<file path="config.mk">
export PLATFORM = sky130hd
export DESIGN_NAME = quad_downcount_timer
export DESIGN_NICKNAME = d
export VERILOG_FILES = /design/src/rtl/qdt_pkg.sv /design/src/rtl/qdt_ref_tick.sv /design/src/rtl/qdt_channel.sv /design/src/rtl/qdt_bus_decode.sv /design/src/rtl/quad_downcount_timer.sv
export SDC_FILE = /design/constraint.sdc
export NUM_CORES = 1
export LEC_CHECK = 0
export ABC_AREA = 0
export BUFFER_PORTS_ARGS = -buffer_cell sky130_fd_sc_hd__buf_2
export CAP_MARGIN = 10
export CORE_MARGIN = 4
export CORE_UTILIZATION = 52
export CTS_CLUSTER_SIZE = 25
export DETAILED_ROUTE_END_ITERATION = 16
export PLACE_DENSITY = 0.69
export SLEW_MARGIN = 0
export SYNTH_ARGS = -nofsm -noshare
export SYNTH_HDL_FRONTEND = slang
export SYNTH_HIERARCHICAL = 1
export SYNTH_SLANG_ARGS = --single-unit
</file>
<file path="constraint.sdc">
create_clock -name clk -period 3.24 [get_ports clk]
set_input_delay 0.972 -clock clk [delete_from_list [all_inputs] [get_ports clk]]
set_output_delay 0.972 -clock clk [all_outputs]
set_load 0.05 [all_outputs]
</file>
<file path="src/rtl/qdt_pkg.sv">
package qdt_pkg;

    typedef enum logic {
        CH_OFF = 1'b0,
        CH_RUN = 1'b1
    } ch_state_e;

    localparam int CTRL_SEL_BASE = 11;

endpackage

</file>
<file path="src/rtl/qdt_ref_tick.sv">
module qdt_ref_tick #(
    parameter int DIV = 8
) (
    input  logic clk,
    input  logic rst_n,
    output logic ref_pulse
);

    generate
        if (DIV <= 1) begin : g_pass
            assign ref_pulse = 1'b1;
        end else begin : g_div
            localparam int CW = $clog2(DIV);
            localparam logic [CW-1:0] LAST = CW'(DIV - 1);

            logic [CW-1:0] cnt_q;

            always_ff @(posedge clk or negedge rst_n) begin
                if (!rst_n) begin
                    cnt_q <= '0;
                end else if (cnt_q == LAST) begin
                    cnt_q <= '0;
                end else begin
                    cnt_q <= cnt_q + CW'(1);
                end
            end

            assign ref_pulse = (cnt_q == LAST);

            // the strobe never lasts two cycles when dividing
            p_ref_gap_r5: assert property (@(posedge clk) disable iff (!rst_n)
                ref_pulse |=> !ref_pulse);
        end
    endgenerate

endmodule

</file>
<file path="src/rtl/qdt_channel.sv">
module qdt_channel
    import qdt_pkg::*;
#(
    parameter int DATA_W = 32
) (
    input  logic              clk,
    input  logic              rst_n,
    input  logic              ref_pulse,
    input  logic              ctl_wr,
    input  logic              ctl_en,
    input  logic              ctl_auto,
    input  logic              ctl_sel,
    input  logic              rld_wr,
    input  logic              val_wr,
    input  logic [DATA_W-1:0] wdata,
    output logic [DATA_W-1:0] value_q,
    output logic [DATA_W-1:0] reload_q,
    output logic              running,
    output logic              auto_q,
    output logic              sel_q,
    output logic              tc_pulse
);

    ch_state_e         state_q, state_d;
    logic              tick;
    logic              step;
    logic              at_zero;
    logic              at_one;
    logic [DATA_W-1:0] value_d;
    logic              tc_d;

    assign tick    = sel_q ? ref_pulse : 1'b1;
    assign step    = (state_q == CH_RUN) && tick && !val_wr;
    assign at_zero = (value_q == '0);
    assign at_one  = (value_q == DATA_W'(1));

    // next-state: start, halt, expire
    always_comb begin
        state_d = state_q;
        unique case (state_q)
            CH_OFF: begin
                if (ctl_wr && ctl_en) state_d = CH_RUN;
            end
            CH_RUN: begin
                if (ctl_wr) begin
                    state_d = ctl_en ? CH_RUN : CH_OFF;
                end else if (step && !auto_q && (at_one || at_zero)) begin
                    state_d = CH_OFF;
                end
            end
            default: state_d = CH_OFF;
        endcase
    end

    always_ff @(posedge clk or negedge rst_n) begin
        if (!rst_n) state_q <= CH_OFF;
        else        state_q <= state_d;
    end

    // count datapath: write wins, then count or wrap
    always_comb begin
        value_d = value_q;
        tc_d    = 1'b0;
        if (val_wr) begin
            value_d = wdata;
        end else if (step) begin
            if (at_zero) begin
                if (auto_q) value_d = reload_q;
            end else begin
                value_d = value_q - DATA_W'(1);
                tc_d    = at_one;
            end
        end
    end

    always_ff @(posedge clk or negedge rst_n) begin
        if (!rst_n) begin
            value_q  <= '0;
            reload_q <= '0;
            auto_q   <= 1'b0;
            sel_q    <= 1'b0;
            tc_pulse <= 1'b0;
        end else begin
            value_q  <= value_d;
            tc_pulse <= tc_d;
            if (rld_wr) reload_q <= wdata;
            if (ctl_wr) begin
                auto_q <= ctl_auto;
                sel_q  <= ctl_sel;
            end
        end
    end

    // outputs
    always_comb begin
        running = (state_q == CH_RUN);
    end

    p_dec_by_one_r4: assert property (@(posedge clk) disable iff (!rst_n)
        (step && !at_zero) |=> (value_q == $past(value_q) - DATA_W'(1)));

    p_ref_gate_r5: assert property (@(posedge clk) disable iff (!rst_n)
        (sel_q && !ref_pulse && !val_wr) |=> $stable(value_q));

    p_wrap_reload_r6: assert property (@(posedge clk) disable iff (!rst_n)
        (step && at_zero && auto_q) |=> (value_q == $past(reload_q)));

    p_expire_stop_r7: assert property (@(posedge clk) disable iff (!rst_n)
        (step && at_one && !auto_q && !ctl_wr) |=> (!running && value_q == '0));

    p_tc_single_r8: assert property (@(posedge clk) disable iff (!rst_n)
        tc_pulse |=> !tc_pulse);

    p_tc_at_zero_r8: assert property (@(posedge clk) disable iff (!rst_n)
        tc_pulse |-> at_zero);

    p_write_wins_r9: assert property (@(posedge clk) disable iff (!rst_n)
        val_wr |=> (value_q == $past(wdata) && !tc_pulse));

    p_hold_when_off_r10: assert property (@(posedge clk) disable iff (!rst_n)
        (!running && !val_wr) |=> $stable(value_q));

endmodule

</file>
<file path="src/rtl/qdt_bus_decode.sv">
module qdt_bus_decode
    import qdt_pkg::*;
#(
    parameter int N_CH   = 4,
    parameter int DATA_W = 32,
    parameter int ADDR_W = 4
) (
    input  logic                         clk,
    input  logic                         rst_n,
    input  logic [ADDR_W-1:0]            bus_addr,
    input  logic                         bus_wr,
    input  logic [N_CH-1:0][DATA_W-1:0]  ch_value,
    input  logic [N_CH-1:0][DATA_W-1:0]  ch_reload,
    input  logic [N_CH-1:0]              ch_running,
    input  logic [N_CH-1:0]              ch_auto,
    input  logic [N_CH-1:0]              ch_sel,
    output logic                         ctl_wr,
    output logic [N_CH-1:0]              rld_wr,
    output logic [N_CH-1:0]              val_wr,
    output logic [DATA_W-1:0]            bus_rdata
);

    logic [DATA_W-1:0] ctrl_word;

    always_comb begin
        ctrl_word = '0;
        for (int n = 0; n < N_CH; n++) begin
            ctrl_word[2*n]               = ch_running[n];
            ctrl_word[2*n+1]             = ch_auto[n];
            ctrl_word[CTRL_SEL_BASE + n] = ch_sel[n];
        end
    end

    always_comb begin
        ctl_wr = bus_wr && (bus_addr == '0);
        for (int n = 0; n < N_CH; n++) begin
            rld_wr[n] = bus_wr && (bus_addr == ADDR_W'(2*n + 1));
            val_wr[n] = bus_wr && (bus_addr == ADDR_W'(2*n + 2));
        end
    end

    always_comb begin
        bus_rdata = '0;
        if (bus_addr == '0) bus_rdata = ctrl_word;
        for (int n = 0; n < N_CH; n++) begin
            if (bus_addr == ADDR_W'(2*n + 1)) bus_rdata = ch_reload[n];
            if (bus_addr == ADDR_W'(2*n + 2)) bus_rdata = ch_value[n];
        end
    end

    // a bus write reaches at most one register
    p_one_target_r2: assert property (@(posedge clk) disable iff (!rst_n)
        $onehot0({ctl_wr, rld_wr, val_wr}));

endmodule

</file>
<file path="src/rtl/quad_downcount_timer.sv">
module quad_downcount_timer
    import qdt_pkg::*;
#(
    parameter int N_CH       = 4,
    parameter int DATA_W     = 32,
    parameter int BUS_CLK_HZ = 200_000_000,
    parameter int REF_CLK_HZ = 25_000_000,
    localparam int ADDR_W    = $clog2(2*N_CH + 1)
) (
    input  logic              clk,
    input  logic              rst_n,
    input  logic [ADDR_W-1:0] bus_addr,
    input  logic              bus_wr,
    input  logic [DATA_W-1:0] bus_wdata,
    output logic [DATA_W-1:0] bus_rdata,
    output logic [N_CH-1:0]   tc_pulse
);

    localparam int RATIO   = BUS_CLK_HZ / REF_CLK_HZ;
    localparam int REF_DIV = (RATIO < 1) ? 1 : RATIO;

    logic                        ref_pulse;
    logic                        ctl_wr;
    logic [N_CH-1:0]             rld_wr;
    logic [N_CH-1:0]             val_wr;
    logic [N_CH-1:0][DATA_W-1:0] ch_value;
    logic [N_CH-1:0][DATA_W-1:0] ch_reload;
    logic [N_CH-1:0]             ch_running;
    logic [N_CH-1:0]             ch_auto;
    logic [N_CH-1:0]             ch_sel;

    qdt_ref_tick #(.DIV(REF_DIV)) u_ref (
        .clk       (clk),
        .rst_n     (rst_n),
        .ref_pulse (ref_pulse)
    );

    qdt_bus_decode #(
        .N_CH   (N_CH),
        .DATA_W (DATA_W),
        .ADDR_W (ADDR_W)
    ) u_dec (
        .clk        (clk),
        .rst_n      (rst_n),
        .bus_addr   (bus_addr),
        .bus_wr     (bus_wr),
        .ch_value   (ch_value),
        .ch_reload  (ch_reload),
        .ch_running (ch_running),
        .ch_auto    (ch_auto),
        .ch_sel     (ch_sel),
        .ctl_wr     (ctl_wr),
        .rld_wr     (rld_wr),
        .val_wr     (val_wr),
        .bus_rdata  (bus_rdata)
    );

    generate
        for (genvar i = 0; i < N_CH; i++) begin : g_ch
            qdt_channel #(.DATA_W(DATA_W)) u_ch (
                .clk       (clk),
                .rst_n     (rst_n),
                .ref_pulse (ref_pulse),
                .ctl_wr    (ctl_wr),
                .ctl_en    (bus_wdata[2*i]),
                .ctl_auto  (bus_wdata[2*i+1]),
                .ctl_sel   (bus_wdata[CTRL_SEL_BASE + i]),
                .rld_wr    (rld_wr[i]),
                .val_wr    (val_wr[i]),
                .wdata     (bus_wdata),
                .value_q   (ch_value[i]),
                .reload_q  (ch_reload[i]),
                .running   (ch_running[i]),
                .auto_q    (ch_auto[i]),
                .sel_q     (ch_sel[i]),
                .tc_pulse  (tc_pulse[i])
            );
        end
    endgenerate

endmodule

</file>
==> metrics.md <==
| Metric | Value |
|---|---|
| Yosys warns | `6` |
| Commonest non-fill, non-tap cell in the layout | `dfrtp_1` |
| Number of buffers added on ports | `74` |
| CP Launch Type | `input pin` |
| Die footprint | `around 0.038 sq mm` |
| DP Cell Count | `2552` |
| Pwr dens | `roughly 780 mW/mm^2` |
| Worst path bufs/invs | `5` |
| Syn-to-layout area delta | `25.0%` |
| CP required | `~2300 ps` |
| CP Max Fanout | `6` |
| VDD IR max | `0.762 mV` |
| Worst hold path class | `input pin to async pin` |
| Routed wire per std cell | `30.8 um` |
| Post-CTS Hold Buffers | `0` |
| Setup Skew | `between 10 and 15 ps` |
| CTS Root Cell | `clkbuf_16` |
| CTS tree | `yes` |
| Sequential share of the synthesized area | `approximately 38%` |
| GPL Wtd Cong | `just over 1` |
| Final instance area | `approximately 0.023 sq mm` |
| First-pass GRT wire length | `approximately 120000 um` |
| DRC marker count from the first detailed-route iteration | `2466` |
| Share of layout cells above drive strength 1 | `29.9%` |
| Largest net degree at the start of global routing | `61` |
| Ports | `between 70 and 80` |
| RSZ-0062 raised after global routing | `yes` |
| Filler cells | `2901` |
| Final worst-path cycle share | `106%` |
| Worst path top cell family by delay | `buffers and inverters` |
| Critical Path Max Stage Delay | `around 540 ps` |
| Final min period | `between 3000 and 4000 ps` |
| Capture point of the worst reg-to-reg path | `g_ch[0].u_ch/value_q[7]$_DFFE_PN0P_` |
| Clock Path Buffers | `3` |
| Post-DP HPWL | `around 59000 um` |
| DIE HEIGHT | `196 um` |
| Final net count | `2205` |
| Die W | `around 200 um` |
| Finish-stage setup viols | `31` |
| Total gr overflow | `0` |
| Worst r2r path cells | `5` |
| Layout Cells excl Fill | `2638` |
| Clk slew on worst S/H paths | `around 60 ps` |
| Synth Flop Type | `dfrtp_1` |
| Worst path most repeated cell | `buf_8` |
| CP Cell Sequence | `buf_8 > buf_12 > buf_8 > buf_6 > nand2_4 > a21oi_2 > or4_4 > o21ai_4 > buf_8` |
| Area of the multi-input gates | `0.0110 sq mm` |
| Vias in the first global route | `~18000` |
| Synth Area per Inst | `around 9.3 sq um` |
| Final WL | `~80000 um` |
| Initial antenna violation count | `0` |
| Register Area | `0.00688 sq mm` |
| Core area | `0.0346 sq mm` |
| Post-route DRC | `0` |
| R2R Path Start | `g_ch[0].u_ch/value_q[6]$_DFFE_PN0P_` |
| Worst slew pin tran | `~1000 ps` |
| Crit. End Element | `output port` |
| Leak | `9.50 nW` |
| Number of enable flip-flop cells after synthesis | `0` |
| Tot GR Track Use | `between 40% and 50%` |
| FF-to-FF setup slack | `200 ps` |
| WS Path Type | `input pin to output port` |
| Worst path slowest cell | `or4_4` |
| Commonest non-fill, non-tap cells in the layout | `dfrtp_1 (275), buf_4 (186), nand2_1 (165)` |
| Syn Nets | `between 2000 and 2500` |
| Drt first pass iters | `6` |
| Num rows | `68` |
| Via density | `~7.3` |
| Clock Latency Late Sink | `approximately 570 ps` |
| Clock sink count | `about 280` |
| Final Hold Violating Endpoints | `0` |
| Post-synth ARST share | `100%` |
| Outcome | `complete, but fails checks` |
| Fmax | `about 0.29 GHz` |
| H-tree lvl count | `2` |
| Failing checks | `setup timing` |
| DP Area | `0.0207 sq mm` |
| CTS buffer count | `35` |
| Yosys cell types | `between 90 and 100` |
| Starting density of the core | `between 50% and 60%` |
| Tot Pwr | `~18 mW` |
| Vias | `about 19000` |
| Slew Limit Fails | `0` |
| WP data arrival | `roughly 2500 ps` |
| Synth Register Bits | `~280` |
| Post-synthesis cell area | `0.0183 sq mm` |
| Slack of the critical path | `-210 ps` |
| Syn Inst Count | `around 2000` |
| Slew HR | `a little under a third` |
| ANT nets after route | `0` |
| Max cap viols | `0` |
## cells in the mapped netlist (28+ instances only)
cell type  count  share of area [%]
nand3_1       35               0.96
mux2_2       127                7.8
dfrtp_1      275                 38
a22oi_1       55                2.3
buf_2         38                1.0
o211ai_1      30                1.2
mux2i_1       33                1.8
o21ai_1       31               0.85
nand2_1      170                3.5
o21ai_0      129                3.5
inv_1         33               0.68
a21oi_1       69                1.9
a31oi_1       34                1.2
a211oi_1      28                1.1
or4_1         28                1.1
nand4_1       62                2.1
and3b_1       34                1.6
clkbuf_1      90                1.8
nor2_1       105                2.1
a221o_1       42                2.3
nor3_1        65                1.8
## logic make-up (layout without fill, tap and decap cells)
family                   Yosys count  count (layout)  synth area share (%)
multiplexers                     174             174                  10.5
AND/OR/NAND/NOR                  658             658                  20.9
buffers and inverters            193             413                  5.01
flip-flops                       275             275                  37.5
AO/OA/AOI/OAI                    620             620                  23.9
other                              0               1                     0
XOR/XNOR                          32              32                  1.53
adder cells (fa/ha/maj)           10              10                 0.682
## cell type report
| class | count | share of cell area, % |
|---|---|---|
| repair buffers | 316 | 13.7 |
| clock inverters | 20 | 1.09 |
| multi-input cells | 1494 | 48.1 |
| flip-flops and latches | 275 | 30.0 |
| well taps | 455 | 2.48 |
| inverters | 34 | 0.584 |
| clock buffers | 43 | 4.08 |
| diodes | 1 | 0.0109 |
## registers in the layout, summed over array words and instances (netlist names)
signal,count
g_ch.u_ch/tc_pulse,4
g_ch.u_ch/sel_q,4
g_ch.u_ch/value_q,128
g_ch.u_ch/auto_q,4
g_ch.u_ch/reload_q,128
u_ref/g_div.cnt_q,3
g_ch.u_ch/running,4
## worst max path at each step
| stage | from | endpoint | slack, ps | cells past startpoint |
|---|---|---|---|---|
| floorplan | bus_addr[2] | bus_rdata[6] | -10 | 7 |
| global placement | bus_addr[2] | bus_rdata[10] | -520 | 9 |
| detailed placement | bus_addr[0] | bus_rdata[8] | -510 | 8 |
| CTS | bus_addr[2] | bus_rdata[8] | -260 | 9 |
| global route | bus_addr[1] | bus_rdata[14] | -220 | 9 |
| finish | bus_addr[1] | bus_rdata[14] | -210 | 9 |
## routing by layer
layer	GRT usage [%]	share of wire, %	vias up
met5	1.92	0.13	-
met4	19.0	6.1	2
met3	10.0	12	306
met2	59.5	43	1462
met1	56.1	39	9471
li1	-	-	7969
## report_power, final
| part | total (mW) | internal [mW] | switching [mW] |
|---|---|---|---|
| registers | 6.21 | 4.45 | 1.76 |
| clock network | 4.14 | 2.47 | 1.67 |
| logic | 7.45 | 3.13 | 4.33 |
## worst register-to-register path, cell delays in order (launching register included)
cell	delay (ps)
dfrtp_1	540
nor4_4	650
and4_1	390
nand4_1	240
a21oi_2	850
a221o_1	300
## what timing repair did
item | CTS | global route
pin swaps | 24 | 21
hold endpoints to repair | 0 | 0
gates resized for setup | 147 | 74
setup buffers | 11 | 9
cloned | 3 | 4
endpoints found under the setup margin | 32 | 32
## per-stage QoR
stage	TNS [ps]	hold slack (ps)	setup WS, ps	utilization [%]
global route	-4780	395	-220	66.2
detailed placement	-10200	420	-511	59.8
CTS	-5020	389	-264	65.2
finish	-3990	354	-210	66.2
floorplan	-14.8	403	-13.5	-
global placement	-9650	418	-517	59.8
No activity file was read; power rests on OpenSTA's default activity.
